$ cat config.mk
export PLATFORM = sky130hd
export DESIGN_NAME = bank_addr_gen
export DESIGN_NICKNAME = d
export VERILOG_FILES = /design/src/rtl/bank_addr_pkg.sv /design/src/rtl/bank_sel_reg.sv /design/src/rtl/access_mapper.sv /design/src/rtl/move_seq.sv /design/src/rtl/bank_addr_gen.sv
export SDC_FILE = /design/constraint.sdc
export NUM_CORES = 1
export LEC_CHECK = 0
export CORE_MARGIN = 2
export CORE_UTILIZATION = 57
export CTS_CLUSTER_SIZE = 10
export DETAILED_ROUTE_END_ITERATION = 10
export DONT_BUFFER_PORTS = 1
export PLACE_DENSITY = 0.72
export SLEW_MARGIN = 20
export SYNTH_ARGS = -nofsm -noshare
export SYNTH_HDL_FRONTEND = slang
export SYNTH_HIERARCHICAL = 1
export SYNTH_SLANG_ARGS = --single-unit
$ cat constraint.sdc
create_clock -name clk -period 3.52 [get_ports clk]
set_input_delay 0.352 -clock clk [delete_from_list [all_inputs] [get_ports clk]]
set_output_delay 0.352 -clock clk [all_outputs]
set_load 0.01 [all_outputs]
$ cat src/rtl/bank_addr_pkg.sv
package bank_addr_pkg;

    // Which path produced the registered address.
    typedef enum logic [1:0] {
        EA_DIRECT = 2'd0,
        EA_MV_SRC = 2'd1,
        EA_MV_DST = 2'd2
    } ea_kind_e;

    // Move controller states.
    typedef enum logic {
        ST_IDLE = 1'b0,
        ST_DST  = 1'b1
    } mv_state_e;

endpackage

$ cat src/rtl/bank_sel_reg.sv
module bank_sel_reg #(
    parameter int REG_W  = 8,
    parameter int BANK_W = 4
) (
    input  logic              clk,
    input  logic              rst_n,
    input  logic              wr_en,
    input  logic [REG_W-1:0]  wr_data,
    input  logic              imm_en,
    input  logic [BANK_W-1:0] imm_lit,
    output logic [REG_W-1:0]  bank_q
);

    logic [REG_W-1:0] bank_nxt;

    // Full-byte write outranks the immediate load.
    always_comb begin
        bank_nxt = bank_q;
        if (wr_en) begin
            bank_nxt = wr_data;
        end else if (imm_en) begin
            bank_nxt = {{(REG_W-BANK_W){1'b0}}, imm_lit};
        end
    end

    always_ff @(posedge clk) begin
        if (!rst_n) begin
            bank_q <= '0;
        end else begin
            bank_q <= bank_nxt;
        end
    end

endmodule

$ cat src/rtl/access_mapper.sv
module access_mapper #(
    parameter int ADDR_W = 12,
    parameter int OFS_W  = 8
) (
    input  logic [OFS_W-1:0]        ofs,
    input  logic                    banked,
    input  logic [ADDR_W-OFS_W-1:0] bank,
    output logic [ADDR_W-1:0]       addr
);

    localparam int BANK_W = ADDR_W - OFS_W;

    logic [BANK_W-1:0] win_page;

    // Fixed window: the upper half of the offsets folds onto the top page.
    assign win_page = ofs[OFS_W-1] ? {BANK_W{1'b1}} : {BANK_W{1'b0}};

    always_comb begin
        if (banked) begin
            addr = {bank, ofs};
        end else begin
            addr = {win_page, ofs};
        end
    end

endmodule

$ cat src/rtl/move_seq.sv
module move_seq
    import bank_addr_pkg::*;
#(
    parameter int ADDR_W = 12
) (
    input  logic              clk,
    input  logic              rst_n,
    input  logic              start,
    input  logic [ADDR_W-1:0] dst,
    output logic              take_move,
    output logic              emit_dst,
    output logic [ADDR_W-1:0] dst_hold
);

    mv_state_e state_q, state_d;

    // State register
    always_ff @(posedge clk) begin
        if (!rst_n) begin
            state_q  <= ST_IDLE;
            dst_hold <= '0;
        end else begin
            state_q <= state_d;
            if (take_move) begin
                dst_hold <= dst;
            end
        end
    end

    // Next state and outputs
    always_comb begin
        state_d   = state_q;
        take_move = 1'b0;
        emit_dst  = 1'b0;
        unique case (state_q)
            ST_IDLE: begin
                if (start) begin
                    take_move = 1'b1;
                    state_d   = ST_DST;   // start-move
                end
            end
            ST_DST: begin
                emit_dst = 1'b1;
                state_d  = ST_IDLE;       // finish-move
            end
            default: state_d = ST_IDLE;
        endcase
    end

endmodule

$ cat src/rtl/bank_addr_gen.sv
module bank_addr_gen
    import bank_addr_pkg::*;
#(
    parameter int ADDR_W = 12,
    parameter int OFS_W  = 8,
    parameter int REG_W  = 8
) (
    input  logic                    clk,
    input  logic                    rst_n,
    input  logic                    acc_req,
    input  logic [OFS_W-1:0]        acc_ofs,
    input  logic                    acc_banked,
    input  logic                    bank_wr_en,
    input  logic [REG_W-1:0]        bank_wr_data,
    input  logic                    bank_imm_en,
    input  logic [ADDR_W-OFS_W-1:0] bank_imm_lit,
    input  logic                    mv_start,
    input  logic [ADDR_W-1:0]       mv_src,
    input  logic [ADDR_W-1:0]       mv_dst,
    output logic                    ea_valid,
    output logic [ADDR_W-1:0]       ea_addr,
    output logic                    ea_sfr,
    output logic [1:0]              ea_kind,
    output logic                    mv_busy,
    output logic [REG_W-1:0]        bank_q
);

    localparam int BANK_W = ADDR_W - OFS_W;
    localparam int SFR_LO = OFS_W - 1;   // region = top half-page

    logic [ADDR_W-1:0] dir_addr;
    logic              take_move;
    logic              emit_dst;
    logic [ADDR_W-1:0] dst_hold;
    logic              nxt_valid;
    logic [ADDR_W-1:0] nxt_addr;
    ea_kind_e          nxt_kind;
    logic              nxt_sfr;

    bank_sel_reg #(.REG_W(REG_W), .BANK_W(BANK_W)) u_bank (
        .clk     (clk),
        .rst_n   (rst_n),
        .wr_en   (bank_wr_en),
        .wr_data (bank_wr_data),
        .imm_en  (bank_imm_en),
        .imm_lit (bank_imm_lit),
        .bank_q  (bank_q)
    );

    access_mapper #(.ADDR_W(ADDR_W), .OFS_W(OFS_W)) u_map (
        .ofs    (acc_ofs),
        .banked (acc_banked),
        .bank   (bank_q[BANK_W-1:0]),
        .addr   (dir_addr)
    );

    move_seq #(.ADDR_W(ADDR_W)) u_seq (
        .clk       (clk),
        .rst_n     (rst_n),
        .start     (mv_start),
        .dst       (mv_dst),
        .take_move (take_move),
        .emit_dst  (emit_dst),
        .dst_hold  (dst_hold)
    );

    // Source select: destination phase, then move start, then direct access.
    always_comb begin
        nxt_valid = 1'b0;
        nxt_addr  = '0;
        nxt_kind  = EA_DIRECT;
        if (emit_dst) begin
            nxt_valid = 1'b1;
            nxt_addr  = dst_hold;
            nxt_kind  = EA_MV_DST;
        end else if (take_move) begin
            nxt_valid = 1'b1;
            nxt_addr  = mv_src;
            nxt_kind  = EA_MV_SRC;
        end else if (acc_req) begin
            nxt_valid = 1'b1;
            nxt_addr  = dir_addr;
            nxt_kind  = EA_DIRECT;
        end
    end

    assign nxt_sfr = &nxt_addr[ADDR_W-1:SFR_LO];

    always_ff @(posedge clk) begin
        if (!rst_n) begin
            ea_valid <= 1'b0;
            ea_addr  <= '0;
            ea_sfr   <= 1'b0;
            ea_kind  <= EA_DIRECT;
        end else begin
            ea_valid <= nxt_valid;
            ea_kind  <= nxt_kind;
            if (nxt_valid) begin
                ea_addr <= nxt_addr;
                ea_sfr  <= nxt_sfr;
            end
        end
    end

    assign mv_busy = emit_dst;

endmodule

---- Word level (Yosys, flattened, before mapping) ----
Cells that the tools add are included.
word-level totals
  flip-flop bits (word level) ............. 37
  word-level logic and storage cells ...... 29
operators by class
  multiplexer cells ....................... 16
  bitwise gates (word level) .............. 2
  reductions and logical operators ........ 3
operators by type and width
  operator                            count
  2-to-1 mux 12 bit                   4
  2-to-1 mux 8 bit                    2
  2-to-1 mux 1 bit                    7
  AND reduction 5 bit                 1
  2-to-1 mux 4 bit                    1
  2-to-1 mux 2 bit                    1
  NOT 1 bit                           2
  one-hot mux 1 bit (2 select lines)  1
  nonzero test 2 bit                  1
  OR reduction 2 bit                  1

---- Logic depth before layout (Yosys ltp) ----
Gate-level depths: netlist (run 1).
  depth after elaboration ................. 6
  mapped depth ............................ 9

---- By module ----
Netlist (run 1), hierarchy kept.
modules (own cells, without submodules)
  module         instances  cells an instance  area an instance (sq um)
  bank_addr_gen  1          99                 812.0
  move_seq       1          56                 543.0
  bank_sel_reg   1          34                 392.9
  access_mapper  1          12                 105.1

---- Worst setup path after synthesis (run 1) ----
Ideal clock, no wire load.
  path kind ............................... reg2reg
  start point ............................. register u_seq.state_q
  end point ............................... register ea_sfr
  data arrival time ....................... 1.470 ns
  setup slack ............................. 1.980 ns
  stages on the path, launching flop included .. 10
  path buffers ............................ 3
  path through ............................ dfxtp_1 nor2b_4 buf_6 buf_12 buf_6 nand3b_1 a21oi_2 and2_1 nand4_1 a21boi_1
between the ends
  longest elaborated chain between the ends .. 4
  elaborated cells between the ends (all ways) .. 7
  those cells by class .................... mux: 6; reduce/logical: 1
RTL lines
  element                 line                  text
  from (decl)             move_seq.sv:15        mv_state_e state_q, state_d;
  from (signal assigned)  move_seq.sv:23        state_q <= state_d;
  2-to-1 mux 1 bit (*)    move_seq.sv:35        unique case (state_q)
  via take_move           bank_addr_gen.sv:32   logic take_move;
  2-to-1 mux 12 bit       bank_addr_gen.sv:76   end else if (take_move) begin
  2-to-1 mux 12 bit       bank_addr_gen.sv:72   if (emit_dst) begin
  AND reduction 5 bit     bank_addr_gen.sv:87   assign nxt_sfr = &nxt_addr[ADDR_W-1:SFR_LO];
  to (signal assigned)    bank_addr_gen.sv:100  ea_sfr <= nxt_sfr;
  to (decl)               bank_addr_gen.sv:22   output logic ea_sfr,
Mark *: on every way through the listed nets, which the timed path passes. The rest lies on a longest branch.
A chain may end at the register's enable or synchronous reset.

---- Worst setup path after layout (run 1) ----
Same ends and word-level chain as after synthesis.

==> flow_metrics.tcl, run 1 <==
set metrics [dict create \
    status "finished clean" \
    grt_max_degree 50 \
    tns_ps 0 \
    wl_per_cell_microns 15.23 \
    final_util_pct 58.29 \
    synth.top_cell.area_share_pct 39.97 \
    design_area_sq_um 1794 \
    avgSynthCellArea_sq_um 9.219 \
    antenna_found_initial 0 \
    drc_errors 0 \
    gr-total-overflow 0 \
    endpoint_kind "flip-flop" \
    crit_type "flip-flop to flip-flop" \
    n_fill_cell 308 \
    initial_core_util_pct 60.20 \
    cts_tree "done" \
    grt_usage_pct 19.78 \
    clk_latency_ps 340 \
    numClockSinks 37 \
    antenna_left 0 \
    ys_seq_elements 37 \
    yosys.area.top_type "dfxtp_1" \
    synthToLayoutAreaGrowth_pct -3.174 \
    grt_first_pass_wirelength_mm 5.416 \
    via_per_inst 5.509 \
    p_per_area_nw_per_um2 446.5 \
    worst_ir_drop_vdd_mv 0.2328 \
    cts.hold.buffers_added 0 \
    r2r_cells 6 \
    dieArea_sq_um 3723 \
    port_buffers 0 \
    cts-root-buf "clkbuf_4" \
    crit_required_ps 3760 \
    clock_path_buffers 2 \
    first_pass_iters 4 \
    cp-startpoint "u_seq/state_q" \
    r2r_start "u_seq/state_q" \
    timing.rr.end "ea_sfr" \
    cts_buffers 5 \
    leakage_nw 0.7387 \
    clkTransAtPathRegs_ps 120 \
    n_antenna_cell 0 \
    yosys-top-cells-area "dfxtp_1 (40%), mux2i_1 (6.5%), nand2_1 (6.1%)" \
    layout_common_cells "dfxtp_1 (37), nand2_1 (30), a21oi_1 (16), nor2_1 (15), mux2i_1 (12)" \
    synth_area_sq_um 1853 \
    postSynthCellCount 201 \
    htreeDepth 2 \
    rsz0062_at_grt "false" \
    wirelength_mm 3.533 \
    io_pins 76 \
    drive_gt1_share_pct 17.55 \
    die_x_microns 61.02 \
    synth_cell_types 33 \
    placed_area_sq_um 1743 \
    worstHoldPathCells 1 \
    cts_resized 0 \
    gp_congestion 0.7963 \
    mostFrequentLayoutCell "dfxtp_1" \
    cap_viol_max_count 0 \
    hold-path-endpoint "u_bank/bank_q[1]" \
    synth_fp_nets 252 \
    async_reset_ff_share_pct 0 \
    hpwl_mm 2.616 \
    worst-slew-pin-transition_ps 724.0 \
    hold_class "input pin to flip-flop" \
    period_minus_slack_ps 1809 \
    ys_seq_area_share_pct 39.97 \
    core_sq_um 3078 \
    dieHeight_microns 61.02 \
    max_freq_mhz 552.9 \
    critPathArrivalTime_ps 2050 \
    period_share_pct 51.39 \
    grt_pass1_vias 1179 \
    drv_slew 0 \
    cts_setup_buffers 0 \
    num_vias 1278 \
    cp_max_fo 26 \
    rows 20 \
    hold_viol 0 \
    maxSlewHeadroom_pct 51.63 \
    skew_ps 10.95 \
    hold_start "rst_n" \
    r2r_slack_ps 1710 \
    fin_nets 238 \
    synthFlopType "dfxtp_1" \
    ys_warn_count 6 \
    setup_viol_count_final 0 \
    drtIter0Drc 70 \
    synth_edf_count 0 \
    critPathLaunchType "flip-flop" \
]
[synth_stat cells, types with 3 or more instances]
cell type  number
dfxtp_1        37
buf_2           5
nand2b_1        5
buf_6           3
inv_2           3
a21oi_1        16
nor2b_1         8
a21boi_2        3
o211a_1         4
and2_1          3
mux2_4          4
buf_4          12
mux2i_1        12
o21ai_1         7
a21oi_2         4
o22ai_1         7
or3b_1          4
mux2_2          4
nor2_1         15
nand2_1        30
[cell type report]
class / count / area [sq um] / area share [%]
Sequential cell: 37 / 740.7 / 41.28
Inverter: 3 / 11.26 / 0.6276
Clock buffer: 6 / 41.29 / 2.301
Timing Repair Buffer: 1 / 7.507 / 0.4184
Clock inverter: 2 / 10.01 / 0.5579
Tap cell: 44 / 55.05 / 3.068
Multi-Input combinational cell: 139 / 928.4 / 51.74
[logic make-up (layout without fill, tap and decap cells)]
logic type / count (synthesis) / count (layout) / share of synthesized area [%]
flip-flops: 37 / 37 / 39.97
AO/OA/AOI/OAI: 45 / 45 / 16.88
multiplexers: 20 / 20 / 12.15
buffers and inverters: 25 / 12 / 9.925
AND/OR/NAND/NOR: 74 / 74 / 21.07
[where the power goes]
part           internal, mW  switching (mW)  leakage, nW
Sequential            0.449          0.0291        0.306
Combinational        0.0559          0.0539        0.401
Clock                0.0761           0.137       0.0320
Total                 0.581           0.220        0.739
[state kept, by name, indices dropped and copies added, names as in the netlist]
register / cells
ea_kind: 2
ea_valid: 1
u_seq/dst_hold: 12
ea_addr: 12
u_bank/bank_q: 8
u_seq/state_q: 1
ea_sfr: 1
[critical path, stage by stage (launching register included)]
cell and delay, ps:
dfxtp_1 350, nor2b_4 590, and2b_4 290, a221oi_2 230, a21oi_2 70, nand4_1 110
a21boi_1 70
[metal layers]
layer / part of all wire (%) / up-vias / GRT usage (%)
li1: - / 646 / -
met1: 47 / 582 / 25.62
met2: 44 / 45 / 29.95
met3: 7.4 / 5 / 7.773
met4: 1.1 / 0 / 7.453
met5: 0 / - / 0
[worst max path at each step]
stage,end,slack [ps],depth (start not counted)
finish,ea_sfr,1710,6
global route,ea_sfr,1560,6
CTS,ea_sfr,1710,6
detailed placement,ea_sfr,1680,6
global placement,ea_addr[11],1740,6
floorplan,ea_sfr,1980,9
[stage by stage]
| stage | hold WS [ps] | setup WS [ps] | total power, mW | std cells |
|---|---|---|---|---|
| after floorplan | 434.8 | 1980 | 0.6013 | 201 |
| after global placement | 445.3 | 1739 | 0.5917 | 224 |
| after detailed placement | 451.8 | 1677 | 0.5973 | 224 |
| after CTS | 119.4 | 1705 | 0.8069 | 232 |
| after global routing | 108.4 | 1561 | 0.8408 | 232 |
| final | 125.7 | 1711 | 0.8011 | 232 |
Power figures use the tool's default switching activity.
==> run 2, diff against run 1 <==
--- a/config.mk
+++ b/config.mk
@@ -6,11 +6,11 @@
 export NUM_CORES = 1
 export LEC_CHECK = 0
 export CORE_MARGIN = 2
-export CORE_UTILIZATION = 57
+export CORE_UTILIZATION = 56
 export CTS_CLUSTER_SIZE = 10
 export DETAILED_ROUTE_END_ITERATION = 10
 export DONT_BUFFER_PORTS = 1
-export PLACE_DENSITY = 0.72
+export PLACE_DENSITY = 0.74
 export SLEW_MARGIN = 20
 export SYNTH_ARGS = -nofsm -noshare
 export SYNTH_HDL_FRONTEND = slang
==> constraint.sdc (replaced) <==
create_clock -name clk -period 1.5 [get_ports clk]
set_input_delay 0.15 -clock clk [delete_from_list [all_inputs] [get_ports clk]]
set_output_delay 0.15 -clock clk [all_outputs]
set_load 0.01 [all_outputs]
==> run 2 against run 1 <==
Net effect: setup slack worse by 1600 ps; clock-buffer cell count down 1; sequential share of layout area fell by 5.0 points; total power grew 150%; non-clock buffer count grew 25; first-iteration DRC count up 20%; die area up 1.7%; critical path depth unchanged; clock power is 140% higher; largest power group unchanged.
==> flow_metrics.tcl, run 2 (synthesis results as in run 1) <==
set metrics [dict create \
    drv_slew 0 \
    cts_resized 0 \
    period_minus_slack_ps 1399 \
    wl_per_cell_microns 15.25 \
    drive_gt1_share_pct 19.72 \
    critical_path_buf_inv_count 0 \
    crit_slowest_cell "dfxtp_2" \
    worst-slew-pin-transition_ps 470.9 \
    drc_errors 0 \
    worst_ir_drop_vdd_mv 0.7031 \
    wirelength_mm 3.919 \
    r2r_start "u_seq/state_q" \
    cts_tree "done" \
    hpwl_mm 2.690 \
    timing.rr.end "ea_addr[11]" \
    crit_type "flip-flop to flip-flop" \
    path_cells "nor2b_4 -> and2b_4 -> a221oi_2 -> a21oi_2 -> a21oi_1 -> nor2b_1" \
    core_sq_um 3103 \
    grt_first_pass_wirelength_mm 5.920 \
    maxSlewHeadroom_pct 68.50 \
    gp_congestion 0.8713 \
    crit_required_ps 1750 \
    dieArea_sq_um 3785 \
    initial_core_util_pct 59.72 \
    leakage_nw 0.8525 \
    hold_viol 0 \
    skew_ps 2.685 \
    htreeDepth 2 \
    num_vias 1406 \
    io_pins 76 \
    setup_viol_count_final 0 \
    dieHeight_microns 61.53 \
    crit_end "ea_addr[11]" \
    crit_family "simple AND/OR/NAND/NOR gates" \
    r2r_slack_ps 100 \
    max_stage_delay_ps 350 \
    first_pass_iters 4 \
    cp-startpoint "u_seq/state_q" \
    n_antenna_cell 0 \
    cap_viol_max_count 0 \
    rows 20 \
    max_freq_mhz 714.9 \
    status "finished clean" \
    antenna_found_initial 0 \
    p_per_area_nw_per_um2 966.9 \
    clock_path_buffers 2 \
    rsz0062_at_grt "false" \
    die_x_microns 61.53 \
    gr-total-overflow 0 \
    via_per_inst 5.471 \
    drtIter0Drc 84 \
    critPathLaunchType "flip-flop" \
    final_util_pct 65.89 \
    clkTransAtPathRegs_ps 110 \
    layout_common_cells "dfxtp_1 (36), nand2_1 (30), dlygate4sd3_1 (18), a21oi_1 (16), nor2_1 (15)" \
    fin_nets 263 \
    numClockSinks 37 \
    cts-root-buf "clkbuf_4" \
    clk_latency_ps 340 \
    period_share_pct 93.25 \
    tns_ps 0 \
    antenna_left 0 \
    critPathArrivalTime_ps 1650 \
    cp_max_fo 10 \
    mostFrequentLayoutCell "dfxtp_1" \
    grt_usage_pct 21.47 \
    cts_buffers 5 \
    crit_cells 6 \
    hold_class "input pin to flip-flop" \
    synthToLayoutAreaGrowth_pct 10.33 \
    r2r_cells 6 \
    grt_pass1_vias 1269 \
    grt_max_degree 50 \
    port_buffers 0 \
    top_regs "ea_addr (12), u_seq/dst_hold (12), u_bank/bank_q (8)" \
    endpoint_kind "flip-flop" \
]
==> run 2: through the flow <==
stage / instances / instance area, sq um / hold WS, ps / worst slack, ps / power [mW]
2_1_floorplan: 201 / 1854 / 278.2 / 22.48 / 1.411
6_report: 257 / 2044 / 18.13 / 101.2 / 1.977
3_5_place_dp: 227 / 1767 / 280.8 / 85.92 / 1.410
3_3_place_gp: 227 / 1767 / 281.9 / 164.8 / 1.396
5_1_grt: 257 / 2044 / 8.281 / 3.308 / 2.076
4_1_cts: 254 / 2022 / 0.4393 / 66.35 / 1.979
==> run 2: worst reg2reg max path, stage by stage (launching register included) <==
cell	delay, ps
dfxtp_2	350
nor2b_4	210
and2b_4	230
a221oi_2	260
a21oi_2	70
a21oi_1	130
nor2b_1	60
==> run 2: final cells by class <==
cell class,count,area (sq um)
clock buffer,5,37.54
clock inverter,3,17.52
fill,277,1059
inverter,3,11.26
multi-input combinational,139,928.4
sequential,37,742.0
tap,44,55.05
timing repair buffer,26,252.7
==> run 2: routing by layer <==
metal	share of wire (%)	global-route usage (%)	wire length, microns	vias up
li1	-	-	-	706
met1	43	27.48	1700	642
met2	48	32.48	1876	56
met3	8.1	10.50	319	2
met4	0.59	5.471	23	0
met5	0	0	0	-
==> run 2: worst min path at each step <==
stage,start,slack (ps),endpoint,depth (start not counted)
after CTS,acc_req,0.4,ea_sfr,3
after detailed placement,rst_n,280,ea_valid,1
after global placement,rst_n,280,ea_valid,1
after global routing,acc_req,8,ea_sfr,3
after floorplan,rst_n,280,ea_addr[8],1
final,acc_req,20,ea_sfr,3
==> run 2: repair_timing <==
| item | 4_1_cts | 5_1_grt |
|---|---|---|
| setup endpoints to repair | 0 | 1 |
| hold buffers | 19 | 0 |
| setup buffers | 0 | 3 |
| endpoints found under the hold margin | 37 | 0 |
==> run 2: where the power goes <==
| part | internal, mW | total [mW] | leakage (nW) | switching (mW) |
|---|---|---|---|---|
| logic | 0.179 | 0.339 | 0.515 | 0.160 |
| clock network | 0.177 | 0.515 | 0.0310 | 0.339 |
| registers | 1.05 | 1.12 | 0.306 | 0.0684 |
| total | 1.41 | 1.98 | 0.852 | 0.568 |
==> run 3, diff against run 2 <==
--- a/config.mk
+++ b/config.mk
@@ -10,7 +10,9 @@
 export CTS_CLUSTER_SIZE = 10
 export DETAILED_ROUTE_END_ITERATION = 10
 export DONT_BUFFER_PORTS = 1
+export MAX_ROUTING_LAYER = met4
 export PLACE_DENSITY = 0.74
+export RECOVER_POWER = 25
 export SLEW_MARGIN = 20
 export SYNTH_ARGS = -nofsm -noshare
 export SYNTH_HDL_FRONTEND = slang
==> constraint.sdc (replaced) <==
create_clock -name clk -period 1.1 [get_ports clk]
set_input_delay 0.11 -clock clk [delete_from_list [all_inputs] [get_ports clk]]
set_output_delay 0.11 -clock clk [all_outputs]
set_load 0.01 [all_outputs]
==> run 3 against run 2 <==
Net effect: the run now ends with negative hold slack, negative setup slack left; critical path depth stayed put; combinational power is 71% higher; clock skew rose by 9.1 ps; sequential share of layout area decreased by 3.8 points; fmax shrank 0.93%; first-iteration DRC count grew 2.4%; global-route usage rose by 3.6 points; sequential power grew 37%; critical path type unchanged; critical endpoint unchanged.
==> flow_metrics.tcl, run 3 (synthesis results as in run 1) <==
set metrics [dict create \
    port_buffers 0 \
    critPathArrivalTime_ps 1660 \
    max_stage_delay_ps 380 \
    drtIter0Drc 86 \
    internal_power_mw 2.003 \
    crit_type "flip-flop to flip-flop" \
    critical_path_buf_inv_count 0 \
    grt_use_met1_pct 29.56 \
    antenna_left 0 \
    stdcell_count 270 \
    cts_tree "done" \
    rsz0062_at_grt "true" \
    grt_pass1_vias 1459 \
    status "finished with violations" \
    antenna_found_initial 0 \
    drc_errors 0 \
    period_minus_slack_ps 1412 \
    p_sw_uw 799.3 \
    mostFrequentLayoutCell "dfxtp_1" \
    cts_buffers 5 \
    cp_max_fo 5 \
    dieArea_sq_um 3785 \
    io_pins 76 \
    synthToLayoutAreaGrowth_pct 23.77 \
    p_per_area_nw_per_um2 1222 \
    numClockSinks 37 \
    hpwl_mm 2.834 \
    n_antenna_cell 0 \
    grt.met3_usage_pct 5.882 \
    dieHeight_microns 61.53 \
    cts.hold.buffers_added 25 \
    crit_family "simple AND/OR/NAND/NOR gates" \
    use_met2_pct 40.75 \
    cap_viol_max_count 0 \
    comb_power_share_pct 20.7 \
    grt_usage_pct 25.04 \
    core_sq_um 3103 \
    fin_nets 276 \
    violations "negative hold slack, negative setup slack" \
    first_pass_iters 4 \
    p_seq_share_pct 54.6 \
    critPathLaunchType "flip-flop" \
    htreeDepth 2 \
    gp_congestion 0.8200 \
    period_share_pct 128.3 \
    wirelength_mm 4.582 \
    die_x_microns 61.53 \
    worst_ir_drop_vdd_mv 0.7358 \
    setup_viol_count_final 16 \
    initial_core_util_pct 59.72 \
    grt_first_pass_wirelength_mm 6.637 \
    leakage_nw 0.9511 \
    skew_ps 11.77 \
    gr-total-overflow 0 \
    swShare_pct 28.53 \
    drv_slew 0 \
    timing.hold.ws_ps -120.7 \
    maxSlewHeadroom_pct 62.73 \
    crit_required_ps 1340 \
    dpl.cell_count 237 \
    max_freq_mhz 708.3 \
    hold_viol 37 \
    clkTransAtPathRegs_ps 110 \
    hold_class "input pin to flip-flop" \
    crit_slowest_cell "dfxtp_4" \
    wl_per_cell_microns 16.97 \
    layout_common_cells "dfxtp_1 (36), nand2_1 (30), dlygate4sd3_1 (20), nor2_1 (15), mux2i_1 (12)" \
    clk_latency_ps 350 \
    num_vias 1488 \
    worst-slew-pin-transition_ps 559.1 \
    endpoint_kind "flip-flop" \
    drive_gt1_share_pct 33.63 \
    rows 20 \
    power.share.clock_pct 24.7 \
    via_per_inst 5.511 \
    clock_path_buffers 2 \
    cts-root-buf "clkbuf_4" \
    fin_ws_ps -311.8 \
    grt_max_degree 50 \
    path_cells "nor2b_4 -> and2b_4 -> a221oi_2 -> a21oi_2 -> a21oi_1 -> nor2b_1" \
    top_usage_layer "met2" \
    top_regs "ea_addr (12), u_seq/dst_hold (12), u_bank/bank_q (8)" \
]
-- run 3: layout make-up --
class	count	area (sq um)
well taps	44	55.05
multi-input cells	140	1059
inverters	3	13.76
fillers	234	809.5
clock buffers	6	41.29
repair buffers	38	370.4
clock inverters	2	10.01
flip-flops and latches	37	744.5
-- run 3: stage by stage --
| step | setup WS (ps) | utilization [%] | total power, mW | instance area (sq um) | setup TNS (ps) |
|---|---|---|---|---|---|
| detailed placement | -301.2 | 59.56 | 1.968 | 1848 | -3100 |
| floorplan | -361.3 | - | 1.929 | 1867 | -3705 |
| CTS | -249.2 | 71.77 | 2.747 | 2227 | -2724 |
| finish | -311.8 | 73.91 | 2.802 | 2293 | -2804 |
| global placement | -224.5 | 59.56 | 1.946 | 1848 | -2545 |
| global route | -343.0 | 73.91 | 2.924 | 2293 | -3919 |
-- run 3: metal layers --
metal | vias to the layer above | routed length (microns)
li1 | 722 | -
met3 | 6 | 292
met4 | 0 | 80
met1 | 710 | 1775
met5 | - | 0
met2 | 50 | 2432
-- run 3: final timing paths --
check / slack [ps] / startpoint / endpoint / depth (start not counted)
max reg2reg: -310 / u_seq/state_q / ea_addr[11] / 6
min: -120 / rst_n / ea_addr[4] / 2
min reg2reg: 470 / u_seq/dst_hold[7] / u_seq/dst_hold[7] / 2
max: -310 / u_seq/state_q / ea_addr[11] / 6
-- run 3: timing repair --
action,in CTS,in global routing
cloned,1,0
resized for setup,11,25
hold endpoints to repair,37,37
buffers inserted,3,3
setup endpoints to repair,14,30
pin swaps,2,10
-- run 3: power groups by stage --
stage	Sequential [mW]	Clock, mW	Combinational, mW
floorplan	1.54	0	0.388
global placement	1.55	0	0.397
detailed placement	1.55	0	0.416
CTS	1.53	0.698	0.523
global route	1.54	0.756	0.624
finish	1.53	0.692	0.579
